`src/rtl/memRouterPkg.sv`:
```
package memRouterPkg;
  localparam int CFG_W = 8;
  localparam logic [CFG_W-1:0] CFG_KEEP = 8'h9F;
  localparam int B_SRAM_CODE = 0;
  localparam int B_MAIN_CODE = 1;
  localparam int B_SEC_CODE  = 2;
  localparam int B_MAIN_DATA = 3;
  localparam int B_SEC_DATA  = 4;
  localparam int B_PIO_EN    = 7;

  typedef enum logic [2:0] {
    WIN_NONE, WIN_SRAM, WIN_REGS, WIN_PIO, WIN_SEC, WIN_MAIN
  } winner_e;

  typedef struct packed {
    logic    fetch;
    logic    data;
    logic    write;
    logic    read;
    winner_e winner;
  } busStrobes_t;
endpackage

```
`src/rtl/memRouterCtrl.sv`:
```
module memRouterCtrl
  import memRouterPkg::*;
(
  input  logic        busFetch,
  input  logic        busRd,
  input  logic        busWr,
  input  logic        hitSram,
  input  logic        hitRegs,
  input  logic        hitPio,
  input  logic        hitSec,
  input  logic        hitMain,
  input  logic        pioEn,
  output busStrobes_t strobes
);
  localparam int N_REG = 5;

  logic [N_REG-1:0] hitVec;
  winner_e          winTab [N_REG];
  logic             active;

  // index 0 is the highest priority
  assign hitVec = {hitMain, hitSec, hitPio & pioEn, hitRegs, hitSram};
  assign winTab[0] = WIN_SRAM;
  assign winTab[1] = WIN_REGS;
  assign winTab[2] = WIN_PIO;
  assign winTab[3] = WIN_SEC;
  assign winTab[4] = WIN_MAIN;

  assign active = busFetch | busRd | busWr;

  always_comb begin
    strobes.fetch  = busFetch;
    strobes.data   = ~busFetch & (busRd | busWr);
    strobes.write  = ~busFetch & busWr;
    strobes.read   = ~busFetch & busRd & ~busWr;
    strobes.winner = WIN_NONE;
    if (active) begin
      for (int i = N_REG - 1; i >= 0; i--) begin
        if (hitVec[i]) strobes.winner = winTab[i];
      end
    end
  end
endmodule

```
`src/rtl/memRouterDp.sv`:
```
module memRouterDp
  import memRouterPkg::*;
#(
  parameter int                ADDR_W      = 16,
  parameter logic [ADDR_W-1:0] CFG_ADDR    = 16'h00B0,
  parameter logic [CFG_W-1:0]  CFG_DEFAULT = 8'h0C,
  parameter logic [CFG_W-1:0]  IDLE_DATA   = 8'hFF
) (
  input  logic              clk,
  input  logic              rstN,
  input  busStrobes_t       strobes,
  input  logic [ADDR_W-1:0] busAddr,
  input  logic [CFG_W-1:0]  busWdata,
  output logic              selSram,
  output logic              selRegs,
  output logic              selPio,
  output logic              selSec,
  output logic              selMain,
  output logic [CFG_W-1:0]  rdData,
  output logic [CFG_W-1:0]  cfgValue,
  output logic              pioEn
);
  logic [CFG_W-1:0] cfgQ;
  logic             allow;
  logic             addrHit;
  logic             cfgWe;

  always_ff @(posedge clk) begin
    if (!rstN)      cfgQ <= CFG_DEFAULT & CFG_KEEP;
    else if (cfgWe) cfgQ <= busWdata & CFG_KEEP;
  end

  always_comb begin
    case (strobes.winner)
      WIN_SRAM: allow = strobes.data | (strobes.fetch & cfgQ[B_SRAM_CODE]);
      WIN_REGS: allow = strobes.data;
      WIN_PIO:  allow = strobes.data;
      WIN_SEC:  allow = (strobes.fetch & cfgQ[B_SEC_CODE]) |
                        (strobes.data & cfgQ[B_SEC_DATA]);
      WIN_MAIN: allow = (strobes.fetch & cfgQ[B_MAIN_CODE]) |
                        (strobes.data & cfgQ[B_MAIN_DATA]);
      default:  allow = 1'b0;
    endcase
  end

  assign selSram = allow & (strobes.winner == WIN_SRAM);
  assign selRegs = allow & (strobes.winner == WIN_REGS);
  assign selPio  = allow & (strobes.winner == WIN_PIO);
  assign selSec  = allow & (strobes.winner == WIN_SEC);
  assign selMain = allow & (strobes.winner == WIN_MAIN);

  assign addrHit  = (busAddr == CFG_ADDR);
  assign cfgWe    = selRegs & strobes.write & addrHit;
  assign rdData   = (selRegs & strobes.read & addrHit) ? cfgQ : IDLE_DATA;
  assign cfgValue = cfgQ;
  assign pioEn    = cfgQ[B_PIO_EN];
endmodule

```
`src/rtl/memRouter.sv`:
```
module memRouter
  import memRouterPkg::*;
#(
  parameter int                ADDR_W      = 16,
  parameter logic [ADDR_W-1:0] CFG_ADDR    = 16'h00B0,
  parameter logic [7:0]        CFG_DEFAULT = 8'h0C,
  parameter logic [7:0]        IDLE_DATA   = 8'hFF
) (
  input  logic              clk,
  input  logic              rstN,
  input  logic              busFetch,
  input  logic              busRd,
  input  logic              busWr,
  input  logic [ADDR_W-1:0] busAddr,
  input  logic [7:0]        busWdata,
  input  logic              hitSram,
  input  logic              hitRegs,
  input  logic              hitPio,
  input  logic              hitSec,
  input  logic              hitMain,
  output logic              selSram,
  output logic              selRegs,
  output logic              selPio,
  output logic              selSec,
  output logic              selMain,
  output logic [7:0]        rdData,
  output logic [7:0]        cfgValue,
  output logic              pioEn
);
  busStrobes_t strobes;

  memRouterCtrl u_ctrl (
    .busFetch(busFetch), .busRd(busRd), .busWr(busWr),
    .hitSram(hitSram), .hitRegs(hitRegs), .hitPio(hitPio),
    .hitSec(hitSec), .hitMain(hitMain), .pioEn(pioEn),
    .strobes(strobes)
  );

  memRouterDp #(
    .ADDR_W(ADDR_W), .CFG_ADDR(CFG_ADDR),
    .CFG_DEFAULT(CFG_DEFAULT), .IDLE_DATA(IDLE_DATA)
  ) u_dp (
    .clk(clk), .rstN(rstN), .strobes(strobes),
    .busAddr(busAddr), .busWdata(busWdata),
    .selSram(selSram), .selRegs(selRegs), .selPio(selPio),
    .selSec(selSec), .selMain(selMain),
    .rdData(rdData), .cfgValue(cfgValue), .pioEn(pioEn)
  );
endmodule

```
`config.mk`:
```
export PLATFORM = sky130hd
export DESIGN_NAME = memRouter
export DESIGN_NICKNAME = d
export VERILOG_FILES = /design/src/rtl/memRouterPkg.sv /design/src/rtl/memRouterCtrl.sv /design/src/rtl/memRouterDp.sv /design/src/rtl/memRouter.sv
export SDC_FILE = /design/constraint.sdc
export NUM_CORES = 1
export LEC_CHECK = 0
export ABC_AREA = 1
export CAP_MARGIN = 5
export CELL_PAD_IN_SITES_DETAIL_PLACEMENT = 0
export CELL_PAD_IN_SITES_GLOBAL_PLACEMENT = 1
export CORE_MARGIN = 2
export CORE_UTILIZATION = 19
export CTS_CLUSTER_SIZE = 8
export DETAILED_ROUTE_END_ITERATION = 6
export PLACE_DENSITY = 0.77
export SLEW_MARGIN = 25
export SYNTH_ARGS = -nofsm -noshare
export SYNTH_HDL_FRONTEND = slang
export SYNTH_SLANG_ARGS = --single-unit
```
`constraint.sdc`:
```
create_clock -name clk -period 1.5 [get_ports clk]
set_input_delay 0.225 -clock clk [delete_from_list [all_inputs] [get_ports clk]]
set_output_delay 0.225 -clock clk [all_outputs]
set_load 0.05 [all_outputs]
```
==> impl_results.md <==
* Rows at 21
* Worst Path Class, Setup: reg2out
* WP data arrival at 1.52 ns
* Largest net degree at the start of global routing at 9
* Remaining global-route overflow at 0
* Worst reg2reg path endpoint: u_dp.cfgValue[4]
* Pre-CTS setup slack at -0.529 ns
* GP Congestion at 0.745
* Die Width at 63.6 µm
* Final setup margin at -0.241 ns
* CP endpoint kind: output pin
* Worst endpoint required time at 1.27 ns
* Antenna viol nets, final at 0
* Avg Cell Area, Syn at 5.72 µm²
* WL/cell at 10.4 µm
* Power density cells at 357 nW/µm²
* Final net count at 225
* First-pass GRT wire length at 4.00 mm
* Max-slew violations at 0
* Starting Density at 20.1%
* Clk_lat worst skew at roughly 0.24 ns
* Area share of the largest cell type after synthesis at 17.8%
* Worst path slowest cell: dfxtp_4
* Dominant cells by area after synthesis: dfxtp_1 (18%), inv_1 (14%), nand2_1 (11%), nor2_1 (11%), nand4_1 (10%)
* Worst r2r path cells at 8
* Number of diodes at 0
* Height of the die at ~64 µm
* Initial antenna violation count at 0
* Levels on crit path at 8
* CP endpoint: rdData[0]
* Tot GR Track Use at 12.1%
* Status: complete, but fails checks
* CTS tree: done
* Routed wire length at 2.46 mm
* Maximum fanout along the worst path at 8
* Vias post-DR at 984
* IO buf count at 51
* Die ar. at a little over 4000 µm²
* CTS clk-pin slew, worst paths at 0.05 ns
* Clk buf depth at 2
* Hold Vio Cnt, Final at 0
* Clock Tree Root: clkbuf_4
* Clock H-tree levels at 1
* Unrepaired setup endpoints after global routing: yes
* Largest register FFs at 6
* Max VDD drop at 0.245 mV
* Worst R2R Setup Slack at around 0.050 ns
* Area growth from synthesis to layout at 148%
* Max Clk Rate at 574 MHz
* Crit path launch: u_dp.cfgValue[7]
* Clock sinks at 6
* Leakage power total at between 0.8 and 0.9 nW
* DRT Pass-1 Iters at 4
* Synth warnings at 0
* Max cap viols at 0
* Share of cells above drive strength 1 at 51.1%
* Yosys top cell by area: dfxtp_1
* Final setup vio count at 12
* Crit path cell chain: nand2_4 > nand2_4 > nand2_4 > a21boi_4 > nand3_4 > nand3_4 > nand4_1 > buf_6
* Hold Crit Class: reg2reg
* DRC violations left at 0
* Crit path max-delay family: simple AND/OR/NAND/NOR gates
* Cells after synthesis at 118
* Synthesized area at 674 µm²
* Iter 0 DRT Violations at 22
* Clock skew at 0.00855 ns
* Flops & latches, synth at 6
* Failing checks: setup timing
* # IOs at 56
* Pwr Total at 598 µW
* Register area share after synthesis at 17.8%
* DR vias/cell at 4.17
* Post-synthesis cell type count at 19
* WP buf/inv at 1
* TritonCTS Buffers at 3
* Core area at 3360 µm²
* HPWL Detailed at 1.94 mm
* Critical Path Start Type: flip-flop
* Number of global-route vias before repair at 969
* R2R Path Start: u_dp.cfgValue[7]
* Fin crit share at 116%
* Max incr delay on CP at 0.36 ns
* Worst hold slack at 0.481 ns
* Most used cell, CP: nand2_4
* Min Tclk post-route at 1.74 ns
==> worst min-delay path by stage <==
stage	startpoint	end	slack [ns]	cells after the start
floorplan	rstN	u_dp.cfgValue[2]	0.31	1
global placement	u_dp.cfgValue[2]	u_dp.cfgValue[2]	0.47	2
finish	u_dp.cfgValue[0]	u_dp.cfgValue[0]	0.48	2
detailed placement	u_dp.cfgValue[2]	u_dp.cfgValue[2]	0.48	2
CTS	u_dp.cfgValue[0]	u_dp.cfgValue[0]	0.49	2
global route	u_dp.cfgValue[2]	u_dp.cfgValue[2]	0.53	2
==> synthesized netlist by cell type (all sizes together) <==
| cell type | count |
|---|---|
| o21ai | 6 |
| and2 | 2 |
| buf | 4 |
| conb | 1 |
| nor2 | 20 |
| nand2 | 23 |
| clkinv | 1 |
| nor3 | 2 |
| dfxtp | 6 |
| inv | 26 |
| a21boi | 1 |
| nand3 | 15 |
| nand4 | 11 |
==> power by group <==
group	switching, mW	leakage, nW	internal, mW
Clock	0.0541	0.0150	0.100
Combinational	0.141	0.788	0.144
Sequential	0.000000173	0.0497	0.158
==> stage by stage <==
| stage | cell area [µm²] | TNS (ns) | util, % | std cells |
|---|---|---|---|---|
| after floorplan | 719 | -1.85 | - | 119 |
| after CTS | 1580 | -2.54 | 47.1 | 236 |
| final | 1670 | -2.34 | 49.7 | 236 |
| after global placement | 1390 | -7.28 | 41.4 | 225 |
| after detailed placement | 1390 | -8.05 | 41.4 | 225 |
| after global routing | 1670 | -3.47 | 49.7 | 236 |
==> worst reg2reg max path: stages (launching register included) <==
cell and delay (ns):
dfxtp_4 0.36, nand2_4 0.07, nand2_2 0.12, nand3_2 0.13, buf_4 0.16, nor3_4 0.19
nand2_4 0.13, o21ai_2 0.13, nor2_1 0.05
==> cell usage in the layout (no fill, tap or decap), types with 3 or more instances in the layout <==
cell type,synthesis,layout
buf_6,0,13
nand3_4,2,5
clkbuf_4,0,3
buf_4,4,20
nand3_1,11,5
buf_12,0,7
nand2_1,19,11
nand2_4,0,7
dlygate4sd2_1,0,15
clkdlybuf4s50_1,0,10
inv_1,25,14
nor2_1,19,17
nor2_4,0,3
inv_2,1,11
nand3_2,2,5
dlymetal6s2s_1,0,6
dfxtp_2,0,5
nand4_1,11,11
nand2_2,4,5
o21ai_2,0,4
==> area by class of cell <==
class | instances | area (µm²)
fillers | 355 | 1690
repair buffers | 71 | 743
multi-input cells | 82 | 607
flip-flops and latches | 6 | 130
inverters | 27 | 109
well taps | 46 | 57.6
clock buffers | 4 | 26.3
==> layer usage <==
layer / wire (µm) / share of wire, % / track usage [%] / vias to the layer above
met5: 0 / 0 / 0 / -
met4: 57 / 2.3 / 4.62 / 0
met3: 147 / 6.0 / 2.32 / 4
met2: 1340 / 54 / 23.6 / 33
met1: 923 / 37 / 12.5 / 432
li1: - / - / - / 515
==> cells by family after synthesis <==
| group | synth area share (%) |
|---|---|
| other | 0.556 |
| buffers and inverters | 19.7 |
| flip-flops | 17.8 |
| AO/OA/AOI/OAI | 5.57 |
| AND/OR/NAND/NOR | 56.4 |
==> timing repair <==
action,in CTS,in global routing
hold endpoints to repair,0,0
hold buffers,0,0
resized for setup,61,25
setup endpoints to repair,19,19
pin swaps,25,25
buffers inserted,7,0
Note: power is estimated with default switching activity, not from simulation.
